[config.mk]
export PLATFORM = sky130hd
export DESIGN_NAME = hint_set_ctrl
export DESIGN_NICKNAME = d
export VERILOG_FILES = /design/src/rtl/hint_set_pkg.sv /design/src/rtl/hint_set_state.sv /design/src/rtl/hint_set_policy.sv /design/src/rtl/hint_set_ctrl.sv
export SDC_FILE = /design/constraint.sdc
export NUM_CORES = 2
export LEC_CHECK = 0
export BUFFER_PORTS_ARGS = -buffer_cell sky130_fd_sc_hd__buf_2
export CAP_MARGIN = 20
export CORE_MARGIN = 2
export CORE_UTILIZATION = 61
export CTS_CLUSTER_DIAMETER = 100
export DETAILED_ROUTE_END_ITERATION = 16
export GPL_TIMING_DRIVEN = 0
export PLACE_DENSITY = 0.77
export SYNTH_ARGS = -nofsm -noshare
export SYNTH_HDL_FRONTEND = slang
export SYNTH_HIERARCHICAL = 1
export SYNTH_SLANG_ARGS = --single-unit
[constraint.sdc]
create_clock -name clk -period 29.3 [get_ports clk]
set_input_delay 2.93 -clock clk [delete_from_list [all_inputs] [get_ports clk]]
set_output_delay 2.93 -clock clk [all_outputs]
set_load 0.05 [all_outputs]
[src/rtl/hint_set_pkg.sv]
package hint_set_pkg;
  localparam int NUM_WAYS = 16;
  localparam int WAY_W    = $clog2(NUM_WAYS);

  typedef enum logic [1:0] {
    CLS_NORMAL = 2'd0,
    CLS_FIRST  = 2'd1,
    CLS_LAST   = 2'd2
  } cls_e;

  // strobes from policy to state
  typedef struct packed {
    logic             touch;
    logic             fill;
    logic [WAY_W-1:0] way;
    cls_e             cls;
  } upd_t;
endpackage

[src/rtl/hint_set_state.sv]
module hint_set_state
  import hint_set_pkg::*;
#(
  parameter int TAG_W       = 16,
  parameter int PIN_TIMEOUT = 100_000_000
) (
  input  logic                               clk,
  input  logic                               rst,
  input  logic                               reqValid,
  input  logic [TAG_W-1:0]                   reqTag,
  input  upd_t                               upd,
  output logic [NUM_WAYS-1:0]                validQ,
  output logic [NUM_WAYS-1:0][TAG_W-1:0]     tagQ,
  output cls_e [NUM_WAYS-1:0]                clsQ,
  output logic [NUM_WAYS-1:0][WAY_W-1:0]     ageQ
);
  localparam int TMR_W = $clog2(PIN_TIMEOUT + 1);
  localparam logic [TMR_W-1:0] TMR_LAST = TMR_W'(PIN_TIMEOUT - 1);

  logic [NUM_WAYS-1:0][TMR_W-1:0] tmrQ;

  always_ff @(posedge clk) begin
    if (rst) begin
      validQ <= '0;
      for (int i = 0; i < NUM_WAYS; i++) begin
        ageQ[i] <= WAY_W'(i);
        clsQ[i] <= CLS_NORMAL;
        tmrQ[i] <= '0;
      end
    end else begin
      // pin timers: only requests that miss this way advance it
      for (int i = 0; i < NUM_WAYS; i++) begin
        if (upd.touch && upd.way == WAY_W'(i)) begin
          tmrQ[i] <= '0;
        end else if (validQ[i] && clsQ[i] == CLS_LAST) begin
          if (reqValid) begin
            if (tmrQ[i] == TMR_LAST) begin
              clsQ[i] <= CLS_NORMAL;
              tmrQ[i] <= '0;
            end else begin
              tmrQ[i] <= tmrQ[i] + 1'b1;
            end
          end
        end else begin
          tmrQ[i] <= '0;
        end
      end
      if (upd.touch) begin
        for (int i = 0; i < NUM_WAYS; i++) begin
          if (upd.way == WAY_W'(i))
            ageQ[i] <= '0;
          else if (ageQ[i] < ageQ[upd.way])
            ageQ[i] <= ageQ[i] + 1'b1;
        end
        clsQ[upd.way] <= upd.cls;
        if (upd.fill) begin
          validQ[upd.way] <= 1'b1;
          tagQ[upd.way]   <= reqTag;
        end
      end
    end
  end

  AST_TOUCH_NEWEST: assert property (@(posedge clk) disable iff (rst)
    upd.touch |=> ageQ[$past(upd.way)] == '0) else $error("touched way not newest");
  AST_FILL_VALID: assert property (@(posedge clk) disable iff (rst)
    (upd.touch && upd.fill) |=> validQ[$past(upd.way)]) else $error("fill left way invalid");
endmodule

[src/rtl/hint_set_policy.sv]
module hint_set_policy
  import hint_set_pkg::*;
#(
  parameter int TAG_W       = 16,
  parameter int FIRST_CAP   = 11,
  parameter int LAST_CAP_HI = 12,
  parameter int LAST_CAP_LO = 3
) (
  input  logic                           clk,
  input  logic                           rst,
  input  logic                           reqValid,
  input  logic [TAG_W-1:0]               reqTag,
  input  logic [1:0]                     reqHint,
  input  logic                           pinCapSel,
  input  logic [NUM_WAYS-1:0]            validQ,
  input  logic [NUM_WAYS-1:0][TAG_W-1:0] tagQ,
  input  cls_e [NUM_WAYS-1:0]            clsQ,
  input  logic [NUM_WAYS-1:0][WAY_W-1:0] ageQ,
  output logic                           hit,
  output logic [WAY_W-1:0]               hitWay,
  output logic [WAY_W-1:0]               victimWay,
  output logic                           victimWasValid,
  output upd_t                           upd
);
  localparam int CNT_W = $clog2(NUM_WAYS + 1);
  localparam logic [CNT_W-1:0] CAP_FIRST = CNT_W'(FIRST_CAP);
  localparam logic [CNT_W-1:0] CAP_HI    = CNT_W'(LAST_CAP_HI);
  localparam logic [CNT_W-1:0] CAP_LO    = CNT_W'(LAST_CAP_LO);

  function automatic logic [WAY_W-1:0] pickOldest(
    input logic [NUM_WAYS-1:0] m,
    input logic [NUM_WAYS-1:0][WAY_W-1:0] ages);
    logic [WAY_W-1:0] best, bestAge;
    logic found;
    best = '0; bestAge = '0; found = 1'b0;
    for (int i = 0; i < NUM_WAYS; i++) begin
      if (m[i] && (!found || ages[i] > bestAge)) begin
        best = WAY_W'(i); bestAge = ages[i]; found = 1'b1;
      end
    end
    return best;
  endfunction

  cls_e                  hintCls, hitCls;
  logic [NUM_WAYS-1:0]   matchVec, firstMask, lastMask, normMask, invMask;
  logic [CNT_W-1:0]      firstCnt, lastCnt, lastCap;
  logic                  hitAny;
  logic [WAY_W-1:0]      matchIdx, lowInv;

  always_comb begin
    case (reqHint)
      2'b01:   hintCls = CLS_FIRST;
      2'b10:   hintCls = CLS_LAST;
      default: hintCls = CLS_NORMAL;
    endcase
    firstCnt = '0; lastCnt = '0; matchIdx = '0; lowInv = '0;
    for (int i = 0; i < NUM_WAYS; i++) begin
      matchVec[i]  = validQ[i] && tagQ[i] == reqTag;
      firstMask[i] = validQ[i] && clsQ[i] == CLS_FIRST;
      lastMask[i]  = validQ[i] && clsQ[i] == CLS_LAST;
      normMask[i]  = validQ[i] && clsQ[i] == CLS_NORMAL;
      invMask[i]   = !validQ[i];
      firstCnt     = firstCnt + CNT_W'(firstMask[i]);
      lastCnt      = lastCnt + CNT_W'(lastMask[i]);
      if (matchVec[i]) matchIdx = WAY_W'(i);
    end
    for (int i = NUM_WAYS - 1; i >= 0; i--)
      if (invMask[i]) lowInv = WAY_W'(i);
    hitAny  = |matchVec;
    lastCap = pinCapSel ? CAP_LO : CAP_HI;
  end

  // victim priority chain
  always_comb begin
    if (hintCls == CLS_FIRST && firstCnt >= CAP_FIRST)
      victimWay = pickOldest(firstMask, ageQ);
    else if (hintCls == CLS_LAST && lastCnt >= lastCap && |lastMask)
      victimWay = pickOldest(lastMask, ageQ);
    else if (|invMask)
      victimWay = lowInv;
    else if (|firstMask)
      victimWay = pickOldest(firstMask, ageQ);
    else if (|normMask)
      victimWay = pickOldest(normMask, ageQ);
    else
      victimWay = pickOldest(validQ, ageQ);
  end

  // class after a hit
  always_comb begin
    hitCls = clsQ[matchIdx];
    if (hintCls == CLS_NORMAL && clsQ[matchIdx] == CLS_FIRST)
      hitCls = CLS_NORMAL;
    else if (hintCls == CLS_LAST && (clsQ[matchIdx] == CLS_LAST || lastCnt < lastCap))
      hitCls = CLS_LAST;
  end

  assign hit            = reqValid && hitAny;
  assign hitWay         = matchIdx;
  assign victimWasValid = reqValid && !hitAny && validQ[victimWay];
  assign upd.touch      = reqValid;
  assign upd.fill       = reqValid && !hitAny;
  assign upd.way        = hitAny ? matchIdx : victimWay;
  assign upd.cls        = hitAny ? hitCls : hintCls;

  AST_ONE_MATCH: assert property (@(posedge clk) disable iff (rst)
    $onehot0(matchVec)) else $error("tag resident twice");
  AST_FIRST_LIMIT: assert property (@(posedge clk) disable iff (rst)
    $countones(firstMask) <= FIRST_CAP) else $error("evict-first over cap");
  AST_PIN_AT_CAP: assert property (@(posedge clk) disable iff (rst)
    (reqValid && !hitAny && hintCls == CLS_LAST && lastCnt >= lastCap)
      |-> clsQ[victimWay] == CLS_LAST) else $error("pin cap victim not pinned");
  AST_INVALID_PICK: assert property (@(posedge clk) disable iff (rst)
    (reqValid && !hitAny && hintCls == CLS_NORMAL && |invMask)
      |-> !validQ[victimWay]) else $error("valid way taken over invalid");
  AST_RECLASS: assert property (@(posedge clk) disable iff (rst)
    (hit && hintCls == CLS_NORMAL && clsQ[hitWay] == CLS_FIRST)
      |=> clsQ[$past(hitWay)] == CLS_NORMAL) else $error("evict-first not reclassified");
endmodule

[src/rtl/hint_set_ctrl.sv]
module hint_set_ctrl
  import hint_set_pkg::*;
#(
  parameter int TAG_W       = 16,
  parameter int FIRST_CAP   = 11,
  parameter int LAST_CAP_HI = 12,
  parameter int LAST_CAP_LO = 3,
  parameter int PIN_TIMEOUT = 100_000_000
) (
  input  logic             clk,
  input  logic             rst,
  input  logic             reqValid,
  input  logic [TAG_W-1:0] reqTag,
  input  logic [1:0]       reqHint,
  input  logic             pinCapSel,
  output logic             hit,
  output logic [3:0]       hitWay,
  output logic [3:0]       victimWay,
  output logic             victimWasValid
);
  upd_t                           upd;
  logic [NUM_WAYS-1:0]            validQ;
  logic [NUM_WAYS-1:0][TAG_W-1:0] tagQ;
  cls_e [NUM_WAYS-1:0]            clsQ;
  logic [NUM_WAYS-1:0][WAY_W-1:0] ageQ;

  hint_set_state #(.TAG_W(TAG_W), .PIN_TIMEOUT(PIN_TIMEOUT)) stateU (
    .clk(clk), .rst(rst), .reqValid(reqValid), .reqTag(reqTag), .upd(upd),
    .validQ(validQ), .tagQ(tagQ), .clsQ(clsQ), .ageQ(ageQ)
  );

  hint_set_policy #(.TAG_W(TAG_W), .FIRST_CAP(FIRST_CAP),
                    .LAST_CAP_HI(LAST_CAP_HI), .LAST_CAP_LO(LAST_CAP_LO)) policyU (
    .clk(clk), .rst(rst), .reqValid(reqValid), .reqTag(reqTag), .reqHint(reqHint),
    .pinCapSel(pinCapSel), .validQ(validQ), .tagQ(tagQ), .clsQ(clsQ), .ageQ(ageQ),
    .hit(hit), .hitWay(hitWay), .victimWay(victimWay),
    .victimWasValid(victimWasValid), .upd(upd)
  );
endmodule

---- Word level (Yosys, flattened, before mapping) ----
Cells that the tools add are included.
W data, S select, Z words.
operators by class
  div/mod/pow operators ................... 0
  shift-type cells ........................ 0
  eq/ne operators ......................... 85
  $mul .................................... 0
  order comparisons ....................... 98
  $add $sub $neg .......................... 62
  muxes and demuxes ....................... 918
  reductions and logical operators ........ 405
  bitwise logic cells ..................... 18
operator list
  cell                     number
  $mux W4                  439
  $add A27 B1 Y27 const B  16
  $eq A27 B27 Y1 const B   16
  $mux W27                 16
  $mux W1                  337
  $gt A4 B4 Y1             75
  $bwmux W256              1
  $eq A16 B16 Y1           16
  $mux W2                  95
  $logic_and A1 B1 Y1      164
  $add A5 B1 Y5            28
  $logic_not A1 Y1         92
  $reduce_or A16 Y1        5
  $logic_or A1 B1 Y1       76
  $add A4 B1 Y4 const B    16
  $demux W16 S4            1
  $lt A4 B4 Y1             16
  $mux W3                  20
  $reduce_or A3 Y1         16
  $eq A2 B1 Y1 const B     19
  $eq A2 B2 Y1 const B     19
  $logic_not A2 Y1         17
  $reduce_and A2 Y1        17
  $bwmux W32               1
  other kinds (23)         68
word-level totals
  bits in writable memories ............... 0
  latch bits .............................. 0
  output and inout bits ................... 10
  input bits .............................. 22
  register bits after elaboration ......... 800
  memory bits (read-only) ................. 0
  memories ................................ 0
  logic and storage cells ................. 1651

---- Longest topological paths before layout ----
  word-level depth ........................ 164
  gate-level depth with buffers ........... 160
  gate-level depth less buffers ........... 154

---- Cells and area by module ----
The synthesis kept the hierarchy.
modules (own cells, without submodules)
  module           seq. area each (µm²)  cells each  area an instance (µm²)  instances
  hint_set_state   18577.8               3315        33932.5                 1
  hint_set_policy  0.0                   2053        15252.1                 1

---- Worst setup path after synthesis ----
No wires, ideal clock.
  path type ............................... register to output
  start point ............................. register stateU.validQ[0]
  end point ............................... output victimWasValid
  buffers on the path ..................... 5
  data required time ...................... 26370 ps
  arrival ................................. 24990 ps
  cell stages (with the launch flop) ...... 140
  path slack .............................. 1380 ps
  cells stage by stage .................... dfxtp_1 inv_1 nor3b_1 nand2_1 ha_1 nor2b_1 o21a_1 o21a_1 o21ai_0 a21o_1 mux2_2 ha_1 nor2b_1 o21a_1 o21a_1 o21ai_0 a21o_1 clkbuf_1 (+104 left out) a21o_1 and2_1 a221oi_1 o21ai_0 ha_1 nor2b_1 o21ai_0 nand2b_1 a21oi_1 a41o_1 a21o_1 and2_1 nand3_1 o21a_1 nor3_1 o31ai_1 mux2_2 o22ai_1
on the way
  word-level cells in the longest chain between the ends .. 145
  elaborated cells between the ends (all ways) .. 1089
  those cells by class .................... 30 x add/sub; 77 x order compare; 741 x mux; 241 x reduce/logical
RTL lines
  item                                                     line                    RTL
  start, declared                                          hint_set_state.sv:12    output logic [NUM_WAYS-1:0] validQ,
  start signal, assigned                                   hint_set_state.sv:24    validQ <= '0;
  start signal, assigned by index                          hint_set_state.sv:57    validQ[upd.way] <= 1'b1;
  $logic_and A1 B1 Y1                                      hint_set_policy.sv:61   normMask[i] = validQ[i] && clsQ[i] == CLS_NORMAL;
  $mux W4 / $mux W1 (equally long branches)                hint_set_policy.sv:37   if (m[i] && (!found || ages[i] > bestAge)) begin
  $mux W4 / $mux W1 (equally long branches)                hint_set_policy.sv:83   else if (|normMask)
  $mux W4 / $mux W1 (equally long branches)                hint_set_policy.sv:81   else if (|firstMask)
  $mux W4 / $mux W1 (equally long branches)                hint_set_policy.sv:79   else if (|invMask)
  $mux W4 / $mux W1 (equally long branches)                hint_set_policy.sv:77   else if (hintCls == CLS_LAST && lastCnt >= lastCap && |lastMask)
  $mux W4 / $mux W1 (equally long branches)                hint_set_policy.sv:75   if (hintCls == CLS_FIRST && firstCnt >= CAP_FIRST)
  $gt A4 B4 Y1 / $logic_not A1 Y1 (equally long branches)  hint_set_policy.sv:37
  (+130 left out)                                          -
  $mux W4                                                  hint_set_policy.sv:81
  $mux W4                                                  hint_set_policy.sv:79
  $mux W4                                                  hint_set_policy.sv:77
  $mux W4 (*)                                              hint_set_policy.sv:75
  net victimWay[2]                                         hint_set_ctrl.sv:18     output logic [3:0] victimWay,
  $bmux W1 S4 (*)                                          hint_set_policy.sv:100  assign victimWasValid = reqValid && !hitAny && validQ[victimWay];
  $mux W1 (implied by the code) (*)                        hint_set_policy.sv:100
  $logic_and A1 B1 Y1 (*)                                  hint_set_policy.sv:100
  end, declared                                            hint_set_ctrl.sv:19     output logic victimWasValid
The timed path passes the listed nets; every way through them passes the cells marked *. The select of a mux whose other input is x is not followed.

---- Worst setup path after layout ----
  start point ............................. register stateU.validQ[0]
  end point ............................... output victimWasValid
on the way
  word-level cells in the longest chain between the ends .. 145
  elaborated cells between the ends (all ways) .. 1089
  those cells by class .................... 30 x add/sub; 77 x order compare; 741 x mux; 241 x reduce/logical
RTL lines
  item                                                     line
  $logic_and A1 B1 Y1                                      hint_set_policy.sv:61
  $mux W4 / $mux W1 (equally long branches)                hint_set_policy.sv:37
  $mux W4 / $mux W1 (equally long branches)                hint_set_policy.sv:83
  $mux W4 / $mux W1 (equally long branches)                hint_set_policy.sv:81
  $mux W4 / $mux W1 (equally long branches)                hint_set_policy.sv:79
  $mux W4 / $mux W1 (equally long branches)                hint_set_policy.sv:77
  $mux W4 / $mux W1 (equally long branches)                hint_set_policy.sv:75
  $gt A4 B4 Y1 / $logic_not A1 Y1 (equally long branches)  hint_set_policy.sv:37
  (+129 left out)                                          -
  $mux W4                                                  hint_set_policy.sv:83
  $mux W4                                                  hint_set_policy.sv:81
  $mux W4                                                  hint_set_policy.sv:79
  $mux W4                                                  hint_set_policy.sv:77
  $mux W4                                                  hint_set_policy.sv:75
  $bmux W1 S4                                              hint_set_policy.sv:100
  $mux W1 (implied by the code)                            hint_set_policy.sv:100
  $logic_and A1 B1 Y1 (*)                                  hint_set_policy.sv:100
Every way passes the cells marked *; elsewhere a longest branch is shown, timed or not. The select of a mux whose other input is x is not followed.

==> impl_metrics.yaml <==
cts:
  clkLatencyLatePin_ns: 0.65
  htreeDepth: 3
  clk_path_buf_depth: 3
  cts.clk_slew.worst_paths_ns: 0.06
  clock-sinks: 800
  cell_chosen_for_the_clock_root: "sky130_fd_sc_hd__clkbuf_16"
  tritoncts.num_buffers: 84
  holdBufCountCts: 0
  tritoncts: "done"
synth:
  yosysUniqueCellTypes: 102
  synth.ff_latch_count: 800
  syn_area_per_cell_sq_um: 9.163
  netlist_area_sq_um: 49180
  netlist.top_cell.by_area: "sky130_fd_sc_hd__dfxtp_1"
  post_synth_most_frequent_cells: "672 x sky130_fd_sc_hd__nor2_1, 544 x sky130_fd_sc_hd__dfxtp_1, 421 x sky130_fd_sc_hd__nand2_1"
  post_synth_inst_count: 5368
  synth_area_leaders: "sky130_fd_sc_hd__dfxtp_1 22%, sky130_fd_sc_hd__edfxtp_1 16%, sky130_fd_sc_hd__ha_1 8.3%"
  async_reset_ff_frac: 0
  synth_seq_area_share: 0.3777
  synth_enable_flop_cells: 256
  ys_warn_count: 6
  synth_most_common_cell: "sky130_fd_sc_hd__nor2_1"
  synth-main-ff-cell: "sky130_fd_sc_hd__dfxtp_1"
  postSynthNetCount: 5738
  synth_top_area_share: 0.2214
layout:
  final-instance-count-excl-fill: 6676
  finalNetCount: 5913
  area_growth_pct: 10.89
  final_standard_cell_utilization_of_the_core: 0.6804
  fillCellCount: 6313
  drive_above_1_share: 0.09815
worst_setup_path:
  timing.critical_path.required_ns: 26.37
  cp_data_arrival_time_ns: 25.40
  worstPathMaxFanout: 10
  r2r-start: "stateU/validQ[0]"
  worst_r2r_path_depth: 151
  regToRegSetupSlack_ns: 1.41
  rr_endpoint: "stateU/ageQ[30]"
  cp_slowest_stage_delay_ns: 0.40
  worst_setup_path_class: "flip-flop to output pin"
  cp_common_cell: "sky130_fd_sc_hd__ha_1"
  cpMaxStageDelayCell: "sky130_fd_sc_hd__dfxtp_2"
  sort_of_element_at_the_end_of_the_critical_path: "output pin"
  worst_setup_path_start_kind: "flip-flop"
die:
  row_count: 104
  design.core.area_sq_um: 80160
  floorplan.initialDensity: 0.6136
  die_boundary_height_microns: 288.0
  fp.dieArea_sq_um: 82920
  die_w_microns: 288.0
  top_level_ports: 32
sta:
  final_min_period_over_clock_period: 0.9668
  tns_ns: 0
  report.final.setup_viol: 0
  grt_setup_unrepaired: "yes"
  fmaxAchievable_mhz: 35.30
  final-max-slew-violation-count: 0
  worstMarginPinSlew_ns: 1.207
  clock_skew_ns: 0.04457
  worst_slew_margin_relative_to_its_limit: 0.1950
  hold_viol_final: 0
  hold-worst-slack_ns: 0.4894
  final_period_minus_worst_setup_slack_ns: 28.33
grt:
  grt_start_max_net_pins: 18
  vias_in_the_first_global_route: 39270
  grt_antenna_before_repair: 5
  track_usage: 0.3274
  globalRoute.totalOverflow: 0
  grt_pass1_wl_microns: 214500
placement:
  port_buffers: 30
  placed_cells: 6474
  gpl.final_weighted_congestion: 1.033
  hpwl_microns: 100100
routing:
  route.final.wire_length_microns: 139200
  drt-initial-drc-count: 4137
  route.detailed.drc: 0
  vias: 41780
  viasPerCell: 6.258
  wl_per_cell_microns: 20.85
  drt_pass1_iterations: 6
  route.antenna.remaining_nets: 0
power_and_ir_drop:
  total_power_uw: 2381
  pwr_density_cell_nw_per_um2: 43.66
  static_leakage_uw: 0.01927
  ir_drop_mv: 0.04658
outcome:
  run_status: "finished clean"
hold_path:
  hold_path_depth: 2
  timing.hold.worst.start: "stateU/tmrQ[300]"
  hp-class: "flip-flop to flip-flop"
  end_point_of_the_most_critical_hold_path: "stateU/tmrQ[300]"
run:
  max_cap_viols: 0
-- registers in the layout, indices dropped and copies added, names as in the netlist --
| name | flops |
|---|---|
| stateU/validQ | 16 |
| stateU/ageQ | 64 |
| stateU/tmrQ | 432 |
| stateU/tagQ | 256 |
| stateU/clsQ | 32 |
-- worst max-delay path by stage --
stage / start / to / slack [ns] / cells after the start
after floorplan: stateU/validQ[0] / victimWasValid / 1.38 / 139
after global placement: stateU/validQ[0] / stateU/ageQ[30] / -1.54 / 154
after detailed placement: stateU/validQ[0] / stateU/ageQ[30] / -2.31 / 154
after CTS: stateU/clsQ[1] / victimWasValid / 0.004 / 123
after global routing: stateU/validQ[0] / victimWasValid / -0.51 / 125
final: stateU/validQ[0] / victimWasValid / 0.97 / 143
-- worst max-delay path: cells and delay by family, from the launching register on --
family	cells	cell delay, ns
AO/OA/AOI/OAI	70	11.11
adder cells (fa/ha/maj)	15	4.36
buffers and inverters	10	1.34
flip-flops	1	0.40
multiplexers	10	3.07
AND/OR/NAND/NOR	38	4.45
-- cells in the final DEF (no fill, tap or decap), types with 70 or more instances in the layout --
master                      netlist  layout
sky130_fd_sc_hd__xor2_1         381     381
sky130_fd_sc_hd__nor3_1          72      72
sky130_fd_sc_hd__nand4_1        177     177
sky130_fd_sc_hd__nor2_1         672     662
sky130_fd_sc_hd__o21ai_0        143     129
sky130_fd_sc_hd__nand3_1        260     258
sky130_fd_sc_hd__nor4_1          78      77
sky130_fd_sc_hd__ha_1           328     328
sky130_fd_sc_hd__dfxtp_1        544     540
sky130_fd_sc_hd__mux2_2         107     106
sky130_fd_sc_hd__nor2b_1         89      89
sky130_fd_sc_hd__a21oi_1        183     170
sky130_fd_sc_hd__nand2b_1        70      70
sky130_fd_sc_hd__inv_1          233     227
sky130_fd_sc_hd__clkbuf_1       121     118
sky130_fd_sc_hd__xnor2_1        287     287
sky130_fd_sc_hd__mux2i_1        102      92
sky130_fd_sc_hd__edfxtp_1       256     256
sky130_fd_sc_hd__clkbuf_16        0      86
sky130_fd_sc_hd__nand2_1        421     417
-- cell type report --
class                           count  area, sq um  area share
Sequential cell                   800        18590      0.3408
Clock inverter                     45        480.5    0.008809
Buffer                            156        665.6     0.01220
Tap cell                         1060         1326     0.02432
Inverter                          236        897.1     0.01645
Multi-Input combinational cell   4170        29460      0.5401
Clock buffer                      112         2431     0.04457
Timing Repair Buffer               95        693.2     0.01271
Antenna cell                        2        5.005  0.00009176
-- per-layer routing --
| layer | routed length (microns) | track usage | vias up |
|---|---|---|---|
| met5 | 21 | 0 | - |
| met4 | 7986 | 0.1745 | 4 |
| met3 | 12510 | 0.06260 | 425 |
| met2 | 61330 | 0.5112 | 1814 |
| met1 | 57380 | 0.4304 | 19970 |
| li1 | - | - | 19570 |
-- repair_timing --
item / in CTS / in global routing
pin swaps: 4 / 26
setup buffers: 7 / 40
gates resized for setup: 33 / 99
setup endpoints to repair: 516 / 771
-- stage by stage --
step	setup WS, ns	cell area [sq um]
finish	0.9728	54540
detailed placement	-2.311	50850
floorplan	1.380	49180
global route	-0.5085	54540
global placement	-1.545	50660
CTS	0.004448	53930
-- power by group --
group / internal, uW / switching (uW) / total (uW)
Clock: 635 / 461 / 1100
Sequential: 1150 / 8.81 / 1150
Combinational: 43.7 / 86.7 / 130
-- logic make-up after synthesis --
logic type      share of synthesized area
buf+inv                           0.03170
mux                               0.05790
fa+ha+maj                         0.09158
xor+xnor                           0.1190
simple gates                       0.2223
compound gates                    0.09990
flops                              0.3777
(Power assumes the default switching activity.)
